File: config.mk
export PLATFORM = sky130hd
export DESIGN_NAME = field_countdown_sync
export DESIGN_NICKNAME = d
export VERILOG_FILES = /design/src/rtl/vcd_pkg.sv /design/src/rtl/vsync_capture.sv /design/src/rtl/mode_hysteresis.sv /design/src/rtl/field_countdown_sync.sv
export SDC_FILE = /design/constraint.sdc
export NUM_CORES = 1
export LEC_CHECK = 0
export ABC_CLOCK_PERIOD_IN_PS = 1800
export BUFFER_PORTS_ARGS = -buffer_cell sky130_fd_sc_hd__buf_2
export CAP_MARGIN = 25
export CORE_MARGIN = 2
export CORE_UTILIZATION = 57
export DETAILED_ROUTE_END_ITERATION = 16
export PLACE_DENSITY_LB_ADDON = 0.1
export SLEW_MARGIN = 10
export SYNTH_ARGS = -nofsm -noshare
export SYNTH_HDL_FRONTEND = slang
export SYNTH_SLANG_ARGS = --single-unit
File: constraint.sdc
create_clock -name clk -period 1.8 [get_ports clk]
set_input_delay 0.27 -clock clk [delete_from_list [all_inputs] [get_ports clk]]
set_output_delay 0.27 -clock clk [all_outputs]
set_load 0.05 [all_outputs]
File: src/rtl/vcd_pkg.sv
package vcd_pkg;

    typedef enum logic {
        MODE_COUNT = 1'b0,
        MODE_SYNC  = 1'b1
    } vmode_e;

    localparam int DEF_CNT_W     = 10;
    localparam int DEF_FIELD_LEN = 525;
    localparam int DEF_WIN_OPEN  = 512;
    localparam int DEF_WIN_CLOSE = 544;
    localparam int DEF_PULSE_LEN = 16;
    localparam int DEF_HYST_W    = 3;

endpackage

File: src/rtl/vsync_capture.sv
module vsync_capture #(
    parameter int STAGES = 2
) (
    input  logic clk,
    input  logic rst_n,
    input  logic sync_in,
    input  logic tick,
    output logic armed
);

    // Synchronizer stages followed by one history stage for edge detection.
    typedef struct packed {
        logic [STAGES:0] chain;
        logic            arm;
    } cap_t;

    cap_t cap_d, cap_q;
    logic rise;

    always_comb begin
        cap_d       = cap_q;
        cap_d.chain = {cap_q.chain[STAGES-1:0], sync_in};
        rise        = cap_q.chain[STAGES-1] & ~cap_q.chain[STAGES];
        // An edge is held until the next enabled tick consumes it.
        cap_d.arm   = rise | (cap_q.arm & ~tick);
    end

    always_ff @(posedge clk or negedge rst_n) begin
        if (!rst_n) cap_q <= '0;
        else        cap_q <= cap_d;
    end

    assign armed = cap_q.arm;

endmodule

File: src/rtl/mode_hysteresis.sv
module mode_hysteresis
    import vcd_pkg::*;
#(
    parameter int HYST_W = DEF_HYST_W
) (
    input  logic   clk,
    input  logic   rst_n,
    input  logic   field_end,
    input  logic   coincident,
    output vmode_e mode
);

    localparam logic [HYST_W-1:0] RUN_FULL = '1;

    typedef struct packed {
        logic [HYST_W-1:0] run;
        vmode_e            mode;
    } hys_t;

    hys_t hys_d, hys_q;
    logic agree;

    always_comb begin
        hys_d = hys_q;
        // A field agrees when it argues for leaving the present mode.
        agree = (hys_q.mode == MODE_COUNT) ? ~coincident : coincident;
        if (field_end) begin
            if (!agree) begin
                hys_d.run = '0;
            end else if (hys_q.run == RUN_FULL) begin
                hys_d.run  = '0;
                hys_d.mode = (hys_q.mode == MODE_COUNT) ? MODE_SYNC : MODE_COUNT;
            end else begin
                hys_d.run = hys_q.run + 1'b1;
            end
        end
    end

    always_ff @(posedge clk or negedge rst_n) begin
        if (!rst_n) hys_q <= '{run: '0, mode: MODE_COUNT};
        else        hys_q <= hys_d;
    end

    assign mode = hys_q.mode;

endmodule

File: src/rtl/field_countdown_sync.sv
module field_countdown_sync
    import vcd_pkg::*;
#(
    parameter int CNT_W       = DEF_CNT_W,
    parameter int FIELD_LEN   = DEF_FIELD_LEN,
    parameter int WIN_OPEN    = DEF_WIN_OPEN,
    parameter int WIN_CLOSE   = DEF_WIN_CLOSE,
    parameter int PULSE_LEN   = DEF_PULSE_LEN,
    parameter int HYST_W      = DEF_HYST_W,
    parameter int SYNC_STAGES = 2
) (
    input  logic clk,
    input  logic rst_n,
    input  logic clk_en,
    input  logic vsync_in,
    output logic vpulse_out,
    output logic hdrive_out,
    output logic sync_mode_out
);

    localparam logic [CNT_W-1:0] CNT_TERM  = CNT_W'(FIELD_LEN - 1);
    localparam logic [CNT_W-1:0] CNT_OPEN  = CNT_W'(WIN_OPEN);
    localparam logic [CNT_W-1:0] CNT_SHUT  = CNT_W'(WIN_CLOSE - 1);
    localparam logic [CNT_W-1:0] CNT_PEND  = CNT_W'(PULSE_LEN - 1);

    typedef struct packed {
        logic [CNT_W-1:0] cnt;
        logic             vpulse;
        logic             hdrive;
    } core_t;

    core_t  core_d, core_q;
    vmode_e mode;
    logic   armed;
    logic   accepted;
    logic   fire;
    logic   coincident;
    logic [CNT_W-1:0] cnt_now;

    vsync_capture #(.STAGES(SYNC_STAGES)) u_capture (
        .clk     (clk),
        .rst_n   (rst_n),
        .sync_in (vsync_in),
        .tick    (clk_en),
        .armed   (armed)
    );

    mode_hysteresis #(.HYST_W(HYST_W)) u_hyst (
        .clk        (clk),
        .rst_n      (rst_n),
        .field_end  (fire),
        .coincident (coincident),
        .mode       (mode)
    );

    always_comb begin
        core_d     = core_q;
        accepted   = clk_en & armed & (core_q.cnt >= CNT_OPEN);
        coincident = accepted & (core_q.cnt == CNT_TERM);
        if (mode == MODE_COUNT)
            fire = clk_en & (core_q.cnt == CNT_TERM);
        else
            fire = accepted | (clk_en & (core_q.cnt == CNT_SHUT));

        if (clk_en) begin
            core_d.hdrive = ~core_q.hdrive;
            core_d.cnt    = core_q.cnt + 1'b1;
            if (core_q.cnt == CNT_PEND)
                core_d.vpulse = 1'b0;
        end
        if (fire) begin
            core_d.cnt    = '0;
            core_d.vpulse = 1'b1;
        end
    end

    always_ff @(posedge clk or negedge rst_n) begin
        if (!rst_n) core_q <= '0;
        else        core_q <= core_d;
    end

    assign cnt_now       = core_q.cnt;
    assign vpulse_out    = core_q.vpulse;
    assign hdrive_out    = core_q.hdrive;
    assign sync_mode_out = (mode == MODE_SYNC);

endmodule

# Yosys cells after proc, flatten, opt, wreduce, memory -nomap -nowiden
# Index checks and enable logic that the tools add are counted.
# classes
reduce_logical	4
bitwise	13
eq_ne	4
n_mux	8
n_lt_le_gt_ge	1
n_addsub	2
# ops
cell	count
10-bit equality test (second input constant)	2
12-bit two-way mux	1
11-bit two-way mux	1
10-bit by 1-bit adder with 10-bit output (second input constant)	1
10-bit by 4-bit equality test with 1-bit output (second input constant)	1
10-bit >= comparator (second input constant)	1
1-bit bitwise AND	7
3-bit two-way mux	2
1-bit two-way mux	4
1-bit inverter	4
2-bit nonzero test	2
3-bit by 1-bit adder with 3-bit output (second input constant)	1
3-bit equality test (second input constant)	1
3-bit AND reduction	1
1-bit OR	2
2-bit AND reduction	1
# word_totals
out_inout_bits	3
input_bits	4
reg_bits	20
word_cells	39

# Longest topological paths before layout
# Gate-level depths: netlist of the first run.
# logic_depth
word_depth	6
depth_mapped	6
depth_no_buf	6

# By module
# A second synthesis of the first run with hierarchy kept.
# hier_totals
cells_unflattened	92
hier_area_um2	985.9
# by_module_without_submodules
mod	seq_area_each_um2	instances	area_per_inst_um2	cells_per_inst
field_countdown_sync	300.3	1	669.4	66
mode_hysteresis	100.1	1	196.4	19
vsync_capture	100.1	1	120.1	7

# Worst setup path before layout of the first run
# Ideal clock, no wire load.
# synth_timing
kind	reg2reg
startpoint	reg core_q (netlist bit cnt_now[5])
endpoint	reg u_hyst.hys_q[1] (netlist name)
t_arrival_ns	1.544
stages_incl_launch_ff	5
period_less_slack_ns	1.669
path_slack_ns	0.131
cell_sequence	dfrtp_1 > nor4_4 > and4_4 > a2bb2oi_4 > mux2_2
# synth_via
elab_chain_len	6
word_cells_on_any_way	12
cone_classes	order compare: 1; eq/ne: 2; mux: 3; bitwise: 6
# synth_rtl
item	line	source
from (decl)	field_countdown_sync.sv:32	core_t core_d, core_q;
from (signal assigned)	field_countdown_sync.sv:79	else core_q <= core_d;
10-bit >= comparator	field_countdown_sync.sv:58	accepted = clk_en & armed & (core_q.cnt >= CNT_OPEN);
1-bit bitwise AND	field_countdown_sync.sv:58	
1-bit bitwise AND	field_countdown_sync.sv:59	coincident = accepted & (core_q.cnt == CNT_TERM);
1-bit inverter	mode_hysteresis.sv:26	agree = (hys_q.mode == MODE_COUNT) ? ~coincident : coincident;
1-bit two-way mux	mode_hysteresis.sv:26	
3-bit two-way mux	mode_hysteresis.sv:28	if (!agree) begin
to (signal assigned)	mode_hysteresis.sv:40	if (!rst_n) hys_q <= '{run: '0, mode: MODE_COUNT};
to (signal assigned)	mode_hysteresis.sv:41	else hys_q <= hys_d;
to (decl)	mode_hysteresis.sv:20	hys_t hys_d, hys_q;
# Several ways; a longest one is shown, not always the timed one.
# A chain may end at the register's enable or synchronous reset.

# Final worst setup path of the first run
# Same ends and word-level chain as after synthesis.

==> flow_summary.toml, run 1 <==
[die]
dieArea_sq_um = 2090
initial_core_util_pct = 58.74
core_sq_um = 1689
io_pins = 7
rows = 15
die_h_microns = 45.72
die_x_microns = 45.72

[layout]
fin_area_sq_um = 1086
final_nets = 111
syn_to_final_growth_pct = 9.458
drive_above_1_share_pct = 17.82
diodes = 0

[setup_path]
start_kind = "flip-flop"
critical_path.max_fanout = 5
worst-setup-path-type = "reg2reg"
crit_path_end_kind = "flip-flop"
cp.required_ns = 2.00
cp.arrival_ns = 1.88

[power_and_ir_drop]
power_w = 0.001235
switchingPower_w = 0.0004449
leakagePower_nw = 0.5514
clkPwrFrac_pct = 16.6
p_comb_share_pct = 30.1
netSwitchingFraction_pct = 36.02
pwr_density_cell_nw_per_um2 = 1137
p_int_w = 0.0007900
vdd_drop_max_mv = 0.7952
seqPwrFrac_pct = 53.3

[synth]
yosys.area.top_type = "dfrtp_1"
avgSynthCellArea_sq_um = 11.02
post_synth_num_cell_types = 26
synth_top_cells_by_area = "dfrtp_1 (50%), xnor2_1 (5.3%), ha_1 (5.0%)"
yosys_most_used_dff = "dfrtp_1"
syn_inst = 90
synth_top_area_share_pct = 50.44
synth_edf_count = 0
synth_seq_cells = 20
netlist_area_sq_um = 992.2
synth.most_common_cell = "dfrtp_1"
syn_nets = 98
synth_common_cells = "dfrtp_1 (20), nor2_1 (13), nand2_1 (8), xnor2_1 (6), inv_1 (5)"
ys_async_sr_fraction_pct = 100.0
yosysSeqAreaShare_pct = 50.44
yosysWarnings = 0

[min_path]
worstHoldPathType = "in2reg"

[timing]
setup_tns_ns = 0
fin_skew_ns = 0.002840
tightest_slew_ns = 0.4438
slew_viol_final = 0
final_hold_viol_count = 0
fmax_mhz = 594.8
rsz0062_at_grt = "no"
fin_crit_ns = 1.681
finalSetupViolCount = 0
fin_crit_sh_pct = 93.40
slew_headroom_pct = 70.41

[route]
firstDrtPassIters = 4
via_per_inst = 5.695
drc = 0
detail_route.wirelength_mm = 1.602
wl_per_cell_microns = 13.58
routed-via-count = 672
drt-initial-drc-count = 5
drtAntennaViolNets = 0

[global_route]
grt.overflow.total = 0
grt_pass1_vias = 627
grt_max_degree = 21
grtUsageTotal_pct = 18.94
grt_pass1_wl_mm = 2.697
antenna_found_initial = 0

[outcome]
outcome = "finished, final reports clean"

[cts]
tritoncts = "done"
worstSkewPairLatency_ns = 0.30
clockBufferDepth = 2
clkTransAtPathRegs_ns = 0.10
numCtsBuffers = 3
numClockSinks = 20
h-tree-depth = 1
root_buffer = "clkbuf_4"

[placement]
routabilityCongestion = 0.8322
port_buffers = 6
dp_hpwl_mm = 1.136
place_area_sq_um = 1054

[job]
maxCapViolCount = 0
-- path summary, 6_finish.rpt --
kind	end	cells after the start	from	slack, ns
max	u_hyst.hys_q[1]	4	cnt_now[5]	0.12
min	u_capture.cap_d[2]	1	vsync_in	0.07
max reg2reg	u_hyst.hys_q[1]	4	cnt_now[5]	0.12
min reg2reg	u_capture.cap_d[3]	0	u_capture.cap_d[2]	0.36
max in group asynchronous	u_capture.cap_d[3]	2	rst_n	1.05
min in group asynchronous	u_hyst.hys_q[1]	2	rst_n	0.44
-- layout by cell type, fill, tap and decap left out, types with 2 or more instances in the layout --
| master | count |
|---|---|
| and3_1 | 4 |
| clkbuf_4 | 3 |
| inv_1 | 5 |
| mux2i_1 | 2 |
| buf_2 | 6 |
| nor3_1 | 3 |
| nor2_1 | 13 |
| nand2_1 | 8 |
| xnor2_1 | 6 |
| nand4_1 | 4 |
| ha_1 | 4 |
| mux2_2 | 3 |
| xor2_1 | 4 |
| buf_4 | 3 |
| dfrtp_1 | 20 |
-- layout make-up --
class | count | area [sq um]
sequential | 20 | 500.5
multi-input combinational | 63 | 460.4
tap | 17 | 21.27
fill | 141 | 603.1
timing repair buffer | 10 | 62.56
clock buffer | 3 | 22.52
inverter | 5 | 18.77
-- state kept, by name, indices dropped and copies added, names as in the netlist --
register,flops
hdrive_out,1
u_hyst.mode,1
u_capture.cap_d,2
u_capture.armed,1
u_hyst.hys_q,3
cnt_now,10
vpulse_out,1
u_capture.cap_q,1
-- critical path, cell delays in order, from the launching register on --
cell and delay [ns]:
dfrtp_1 0.46, nor4_4 0.30, and4_4 0.27, a2bb2oi_4 0.19, mux2_2 0.35
-- layer usage --
metal	vias up	track usage [%]	share of wire, %
met1	331	25.00	49
met2	6	26.76	45
met3	4	3.571	2.2
met5	-	0	0
met4	0	15.43	3.3
li1	331	-	-
-- power groups by stage --
stage	logic, W	registers (W)	clock network (W)
2_1_floorplan	0.000234	0.000686	0
3_3_place_gp	0.000362	0.000659	0
3_5_place_dp	0.000369	0.000665	0
4_1_cts	0.000374	0.000657	0.000218
5_1_grt	0.000428	0.000671	0.000230
6_report	0.000371	0.000659	0.000205
-- repair_timing --
item                                    CTS  global route
gates resized for setup                   0             0
endpoints found under the setup margin    0             0
hold endpoints to repair                 20             0
buffers inserted                          0             0
hold buffers                              1             0
-- stage by stage --
step                      setup slack, ns  hold WS (ns)  instances  utilization (%)
after CTS                          0.1049       0.05989        118            64.30
after global placement             0.1504        0.2312        114            62.37
after detailed placement           0.1240        0.2426        114            62.37
after global routing              0.02178       0.05418        118            64.30
after floorplan                    0.1311      -0.02559         90                -
final                              0.1188       0.07123        118            64.30
-- cells by family after synthesis --
family                   Yosys count  synth area share [%]
AND/OR/NAND/NOR                   39                 21.44
flip-flops                        20                 50.44
XOR/XNOR                          10                 8.827
buffers and inverters              7                 3.153
AO/OA/AOI/OAI                      5                 5.676
multiplexers                       5                 5.422
adder cells (fa/ha/maj)            4                 5.044
Note: power is estimated with default switching activity, not from simulation.
==> inputs of run 2 (changes only) <==
--- a/config.mk
+++ b/config.mk
@@ -5,11 +5,14 @@
 export SDC_FILE = /design/constraint.sdc
 export NUM_CORES = 1
 export LEC_CHECK = 0
+export ABC_AREA = 1
 export ABC_CLOCK_PERIOD_IN_PS = 1800
 export BUFFER_PORTS_ARGS = -buffer_cell sky130_fd_sc_hd__buf_2
 export CAP_MARGIN = 25
+export CELL_PAD_IN_SITES_DETAIL_PLACEMENT = 0
+export CELL_PAD_IN_SITES_GLOBAL_PLACEMENT = 1
 export CORE_MARGIN = 2
-export CORE_UTILIZATION = 57
+export CORE_UTILIZATION = 43
 export DETAILED_ROUTE_END_ITERATION = 16
 export PLACE_DENSITY_LB_ADDON = 0.1
 export SLEW_MARGIN = 10
==> run 2 against run 1 <==
Non-clock buffer count fell by 2. Die area rose by 40%. First-iteration DRC count rose to 3.0 times the previous value. Area after synthesis rose by 8.6%. Clock-buffer cell count rose by 1. Combinational power rose by 4%. Global-route usage fell by 1.7 points. Critical path depth rose by 5. Design area rose by 9.1%. Critical path type unchanged. Largest cell class unchanged.
==> flow_summary.toml, run 2 <==
[cts]
numClockSinks = 20
clkTransAtPathRegs_ns = 0.13
clockBufferDepth = 2
tritoncts = "done"
postCtsSetupBuffers = 0
numCtsBuffers = 3
root_buffer = "clkbuf_4"
h-tree-depth = 1
worstSkewPairLatency_ns = 0.31

[layout]
final_cell_count_no_fill = 178
largest_reg_flops = 10
diodes = 0
syn_to_final_growth_pct = 9.989
final_nets = 157
final_cell_mix = "nand2_1 (38), dfrtp_1 (20), nor2_1 (16)"
drive_above_1_share_pct = 19.59
layout_commonest_cell = "nand2_1"
fill_cells = 257
final_core_util_pct = 48.71

[setup_path]
regToRegStartpoint = "cnt_now[0]"
worst-setup-path-type = "reg2reg"
setup.worst_path.start = "cnt_now[0]"
critical_path.max_fanout = 13
crit_chain = "inv_1 > ha_1 > nand3_1 > nor2_2 > nand2_2 > nand2_2 > nand2_4 > inv_2 > nor3_1"
cpPeakStageDelay_ns = 0.43
cp.required_ns = 1.99
cp.arrival_ns = 1.75
start_kind = "flip-flop"
crit_top_cell = "nand2_2"
crit_path_end_kind = "flip-flop"
critPathTopFamily = "simple AND/OR/NAND/NOR gates"
cp_num_buf_inv = 2
crit_slowest_cell = "dfrtp_1"

[synth]
yosysSeqAreaShare_pct = 46.46
netlist_area_sq_um = 1077
synth_common_cells = "nand2_1 (38), dfrtp_1 (20), nor2_1 (16), inv_1 (14), nand3_1 (11)"
yosysWarnings = 0
syn_nets = 146
post_synth_num_cell_types = 19
yosys_most_used_dff = "dfrtp_1"
synth_top_cells_by_area = "dfrtp_1 (46%), nand2_1 (13%), nor2_1 (5.6%)"
syn_inst = 138
avgSynthCellArea_sq_um = 7.806
ys_async_sr_fraction_pct = 100.0
synth_seq_cells = 20
yosys.area.top_type = "dfrtp_1"
synth.most_common_cell = "nand2_1"
synth_top_area_share_pct = 46.46
synth_edf_count = 0

[die]
die_x_microns = 54.06
rows = 18
initial_core_util_pct = 44.29
dieArea_sq_um = 2922
die_h_microns = 54.06
core_sq_um = 2432
io_pins = 7

[timing]
slew_headroom_pct = 69.62
finalSetupViolCount = 0
slew_viol_final = 0
fin_skew_ns = 0.01759
fmax_mhz = 642.6
final_hold_viol_count = 0
fin_crit_sh_pct = 86.45
setup_tns_ns = 0
tightest_slew_ns = 0.4556
fin_crit_ns = 1.556
rsz0062_at_grt = "no"

[placement]
place_inst = 173
dp_hpwl_mm = 1.483
routabilityCongestion = 0.8128
port_buffers = 6

[min_path]
hold_start = "vsync_in"
worstHoldPathType = "in2reg"

[global_route]
grt_pass1_wl_mm = 3.519
grt_pass1_vias = 789
grt_max_degree = 21
grtUsageTotal_pct = 17.25
antenna_found_initial = 0
grt.overflow.total = 0

[power_and_ir_drop]
p_int_w = 0.0007797
netSwitchingFraction_pct = 38.68
leakagePower_nw = 0.6235
pwr_density_cell_nw_per_um2 = 1073
clkPwrFrac_pct = 21.5
switchingPower_w = 0.0004918
power_w = 0.001272
p_comb_share_pct = 30.4
seqPwrFrac_pct = 48.1
vdd_drop_max_mv = 0.7845

[route]
drc = 0
drt-initial-drc-count = 15
routed-via-count = 876
firstDrtPassIters = 4
detail_route.wirelength_mm = 2.051
via_per_inst = 4.921
wl_per_cell_microns = 11.52
drtAntennaViolNets = 0

[outcome]
outcome = "finished, final reports clean"

[job]
maxCapViolCount = 0
## run 2: changes by cell type after synthesis, sizes merged, moves of 3 or more
cell / previous run / this run
nor2: 13 / 21
nand2: 8 / 44
nand3: 0 / 11
inv: 5 / 19
xnor2: 6 / 0
a21oi: 0 / 4
mux2: 3 / 0
and3: 4 / 0
o21ai: 0 / 4
## run 2: worst paths after layout
kind                                       to  cells after the start  slack (ns)
max                                cnt_now[4]                      9        0.24
min                        u_capture.cap_d[2]                      1        0.05
max reg2reg                        cnt_now[4]                      9        0.24
min reg2reg                u_capture.cap_d[3]                      0        0.37
max in group asynchronous          cnt_now[5]                      2        1.05
min in group asynchronous          cnt_now[0]                      2        0.42
## run 2: power by group through the flow
stage	Clock (W)	Combinational (W)	Sequential (W)
3_5_place_dp	0	0.000387	0.000621
4_1_cts	0.000275	0.000393	0.000612
6_report	0.000273	0.000387	0.000612
3_3_place_gp	0	0.000388	0.000623
2_1_floorplan	0	0.000225	0.000687
5_1_grt	0.000296	0.000430	0.000625
## run 2: repair_timing
item / in CTS / in global routing
setup endpoints to repair: 0 / 1
endpoints found under the hold margin: 20 / 0
hold buffers: 1 / 0
gates resized for setup: 0 / 2
## run 2: layout make-up
class	count	area (sq um)	area share (%)
Sequential cell	20	500.5	42.24
Multi-Input combinational cell	97	491.7	41.50
Inverter	19	71.32	6.019
Timing Repair Buffer	8	47.55	4.013
Tap cell	30	37.54	3.168
Clock buffer	4	36.28	3.062
## run 2: routing by layer
layer	share of wire, %	track usage, %
met1	53	24.65
met3	3.6	3.333
met4	1.5	7.500
met2	42	25.20
met5	0	0
## run 2: logic make-up after synthesis
family	Yosys count	share of synthesized area, %
AO/OA/AOI/OAI	8	3.717
XOR/XNOR	3	2.439
adder cells (fa/ha/maj)	4	4.646
buffers and inverters	21	8.363
flip-flops	20	46.46
AND/OR/NAND/NOR	82	34.38
## run 2: per-stage QoR
| stage | worst slack (ns) | area, sq um | hold WS, ns |
|---|---|---|---|
| after global placement | 0.2390 | 1134 | 0.2532 |
| after detailed placement | 0.1819 | 1134 | 0.2528 |
| after floorplan | 0.3949 | 1077 | -0.02559 |
| after CTS | 0.1440 | 1180 | 0.04844 |
| after global routing | 0.07406 | 1185 | 0.04206 |
| final | 0.2438 | 1185 | 0.04616 |
## run 2: worst register-to-register path: cells and delay by family (launching register included)
family / cells / cell delay [ns]
buf+inv: 2 / 0.22
simple gates: 6 / 0.62
flops: 1 / 0.43
fa+ha+maj: 1 / 0.15
==> inputs of run 3 (changes only) <==
--- a/config.mk
+++ b/config.mk
@@ -6,7 +6,7 @@
 export NUM_CORES = 1
 export LEC_CHECK = 0
 export ABC_AREA = 1
-export ABC_CLOCK_PERIOD_IN_PS = 1800
+export ABC_CLOCK_PERIOD_IN_PS = 1500
 export BUFFER_PORTS_ARGS = -buffer_cell sky130_fd_sc_hd__buf_2
 export CAP_MARGIN = 25
 export CELL_PAD_IN_SITES_DETAIL_PLACEMENT = 0
==> constraint.sdc (replaced) <==
create_clock -name clk -period 1.5 [get_ports clk]
set_input_delay 0.225 -clock clk [delete_from_list [all_inputs] [get_ports clk]]
set_output_delay 0.225 -clock clk [all_outputs]
set_load 0.05 [all_outputs]
==> run 3 against run 2 <==
Non-clock buffer count increased by 8. Power increased by 38%. Clock skew increased by 0.0014 ns. Design area increased by 11%. Maximum frequency increased by 10%. Hold slack improved by 0.13 ns. Critical path depth increased by 1. Register-to-register slack got worse by 0.15 ns. Die area unchanged. Critical path type unchanged. Highest routed layer unchanged.
==> flow_summary.toml, run 3 (same netlist as run 2, synthesis figures left out) <==
[die]
dieArea_sq_um = 2922
core_sq_um = 2432
die_x_microns = 54.06
initial_core_util_pct = 44.29
rows = 18
io_pins = 7
die_h_microns = 54.06

[timing]
fmax_mhz = 709.6
slew_viol_final = 0
final_hold_viol_count = 0
finalSetupViolCount = 0
fin_skew_ns = 0.01900
slew_headroom_pct = 68.84
setup_tns_ns = 0
tightest_slew_ns = 0.4674
fin_crit_sh_pct = 93.95
fin_crit_ns = 1.409
rsz0062_at_grt = "yes"
timing.hold.ws_ns = 0.1784

[global_route]
grt_pass1_vias = 749
grt.overflow.total = 0
antenna_found_initial = 0
grtUsageTotal_pct = 16.53
grt_pass1_wl_mm = 3.394
grt_max_degree = 21

[setup_path]
start_kind = "flip-flop"
critPathTopFamily = "simple AND/OR/NAND/NOR gates"
crit_path_end_kind = "flip-flop"
cp.required_ns = 1.72
crit_chain = "inv_2 > ha_4 > nand3_4 > nor2_4 > nand2_2 > nand2_4 > buf_6 > nand3_1 > nor2_1 > nor2_1"
critical_path.max_fanout = 3
crit_slowest_cell = "dfrtp_1"
cp_num_buf_inv = 2
cpPeakStageDelay_ns = 0.42
crit_top_cell = "nor2_1"
worst-setup-path-type = "reg2reg"
cp.arrival_ns = 1.63

[cts]
tritoncts = "done"
clockBufferDepth = 2
worstSkewPairLatency_ns = 0.31
clkTransAtPathRegs_ns = 0.13
postCtsSetupBuffers = 0
numClockSinks = 20
root_buffer = "clkbuf_4"
h-tree-depth = 1
numCtsBuffers = 3

[job]
maxCapViolCount = 0

[route]
firstDrtPassIters = 4
wl_per_cell_microns = 11.40
dr.max_layer_used = "met4"
routed-via-count = 879
detail_route.wirelength_mm = 2.132
dr_wl_met3_microns = 45
drc = 0
wl_met2_microns = 940
met1Wirelength_mm = 1.132
drtAntennaViolNets = 0
via_per_inst = 4.701
drt-initial-drc-count = 13

[power_and_ir_drop]
pwr_density_cell_nw_per_um2 = 1340
leakagePower_nw = 0.6724
power_w = 0.001757
vdd_drop_max_mv = 0.9017

[layout]
fill_cells = 229
diodes = 0
largest_reg_flops = 10
layout_commonest_cell = "nand2_1"
syn_to_final_growth_pct = 21.72
drive_above_1_share_pct = 26.75
final_core_util_pct = 53.91
final_cell_mix = "nand2_1 (37), dfrtp_1 (20), nor2_1 (16)"
final_nets = 166
final_cell_count_no_fill = 187

[placement]
place_inst = 180
port_buffers = 6
dp_hpwl_mm = 1.540
routabilityCongestion = 0.8177

[min_path]
worstHoldPathType = "in2reg"

[outcome]
outcome = "finished, final reports clean"
-- run 3: cell types whose count changed in the layout (fill, tap and decap cells not counted), sizes merged --
| cell | delta |
|---|---|
| dlygate4sd3 | +1 |
| clkbuf | -1 |
| buf | +7 |
| nand2 | +1 |
| bufinv | +1 |
-- run 3: worst paths after layout --
path | start | endpoint | slack, ns | cells past startpoint
min | clk_en | hdrive_out | 0.18 | 2
min reg2reg | u_capture.cap_d[2] | u_capture.cap_d[3] | 0.37 | 0
max | cnt_now[0] | u_hyst.mode | 0.09 | 10
min in group asynchronous | rst_n | u_hyst.mode | 0.38 | 2
max in group asynchronous | rst_n | cnt_now[2] | 0.78 | 2
max reg2reg | cnt_now[0] | u_hyst.mode | 0.09 | 10
-- run 3: layer usage --
| metal | GRT usage, % | vias to the layer above |
|---|---|---|
| met5 | 0 | - |
| met4 | 6.250 | 0 |
| met3 | 3.333 | 2 |
| met2 | 24.39 | 7 |
| met1 | 23.78 | 402 |
| li1 | - | 468 |
-- run 3: what timing repair did --
item	4_1_cts	5_1_grt
pin swaps	0	5
hold buffers	1	1
hold endpoints to repair	20	1
cloned	0	1
resized for setup	2	10
setup endpoints to repair	14	15
-- run 3: final cells by class --
cell class | count | area (sq um) | area share [%]
Clock buffer | 3 | 22.52 | 1.718
Clock inverter | 1 | 30.03 | 2.290
Inverter | 19 | 71.32 | 5.439
Multi-Input combinational cell | 98 | 535.5 | 40.84
Sequential cell | 20 | 500.5 | 38.17
Tap cell | 30 | 37.54 | 2.863
Timing Repair Buffer | 16 | 113.9 | 8.683
-- run 3: worst reg2reg max path: cells and delay by family (launching register included) --
kind          cells  cell delay (ns)
buf+inv           2             0.19
flops             1             0.42
fa+ha+maj         1             0.14
simple gates      7             0.58
-- run 3: through the flow --
step                worst slack, ns  cell area (sq um)
floorplan                   0.09493               1077
global placement           -0.03947               1186
detailed placement         -0.09089               1186
CTS                         0.02081               1254
global route               -0.02362               1311
finish                      0.09075               1311
-- run 3: report_power, final --
part           internal [W]  switching (W)  total, W
Sequential         0.000643       0.000113  0.000755
Clock              0.000270       0.000180  0.000450
Combinational      0.000205       0.000346  0.000552
Total               0.00112       0.000639   0.00176
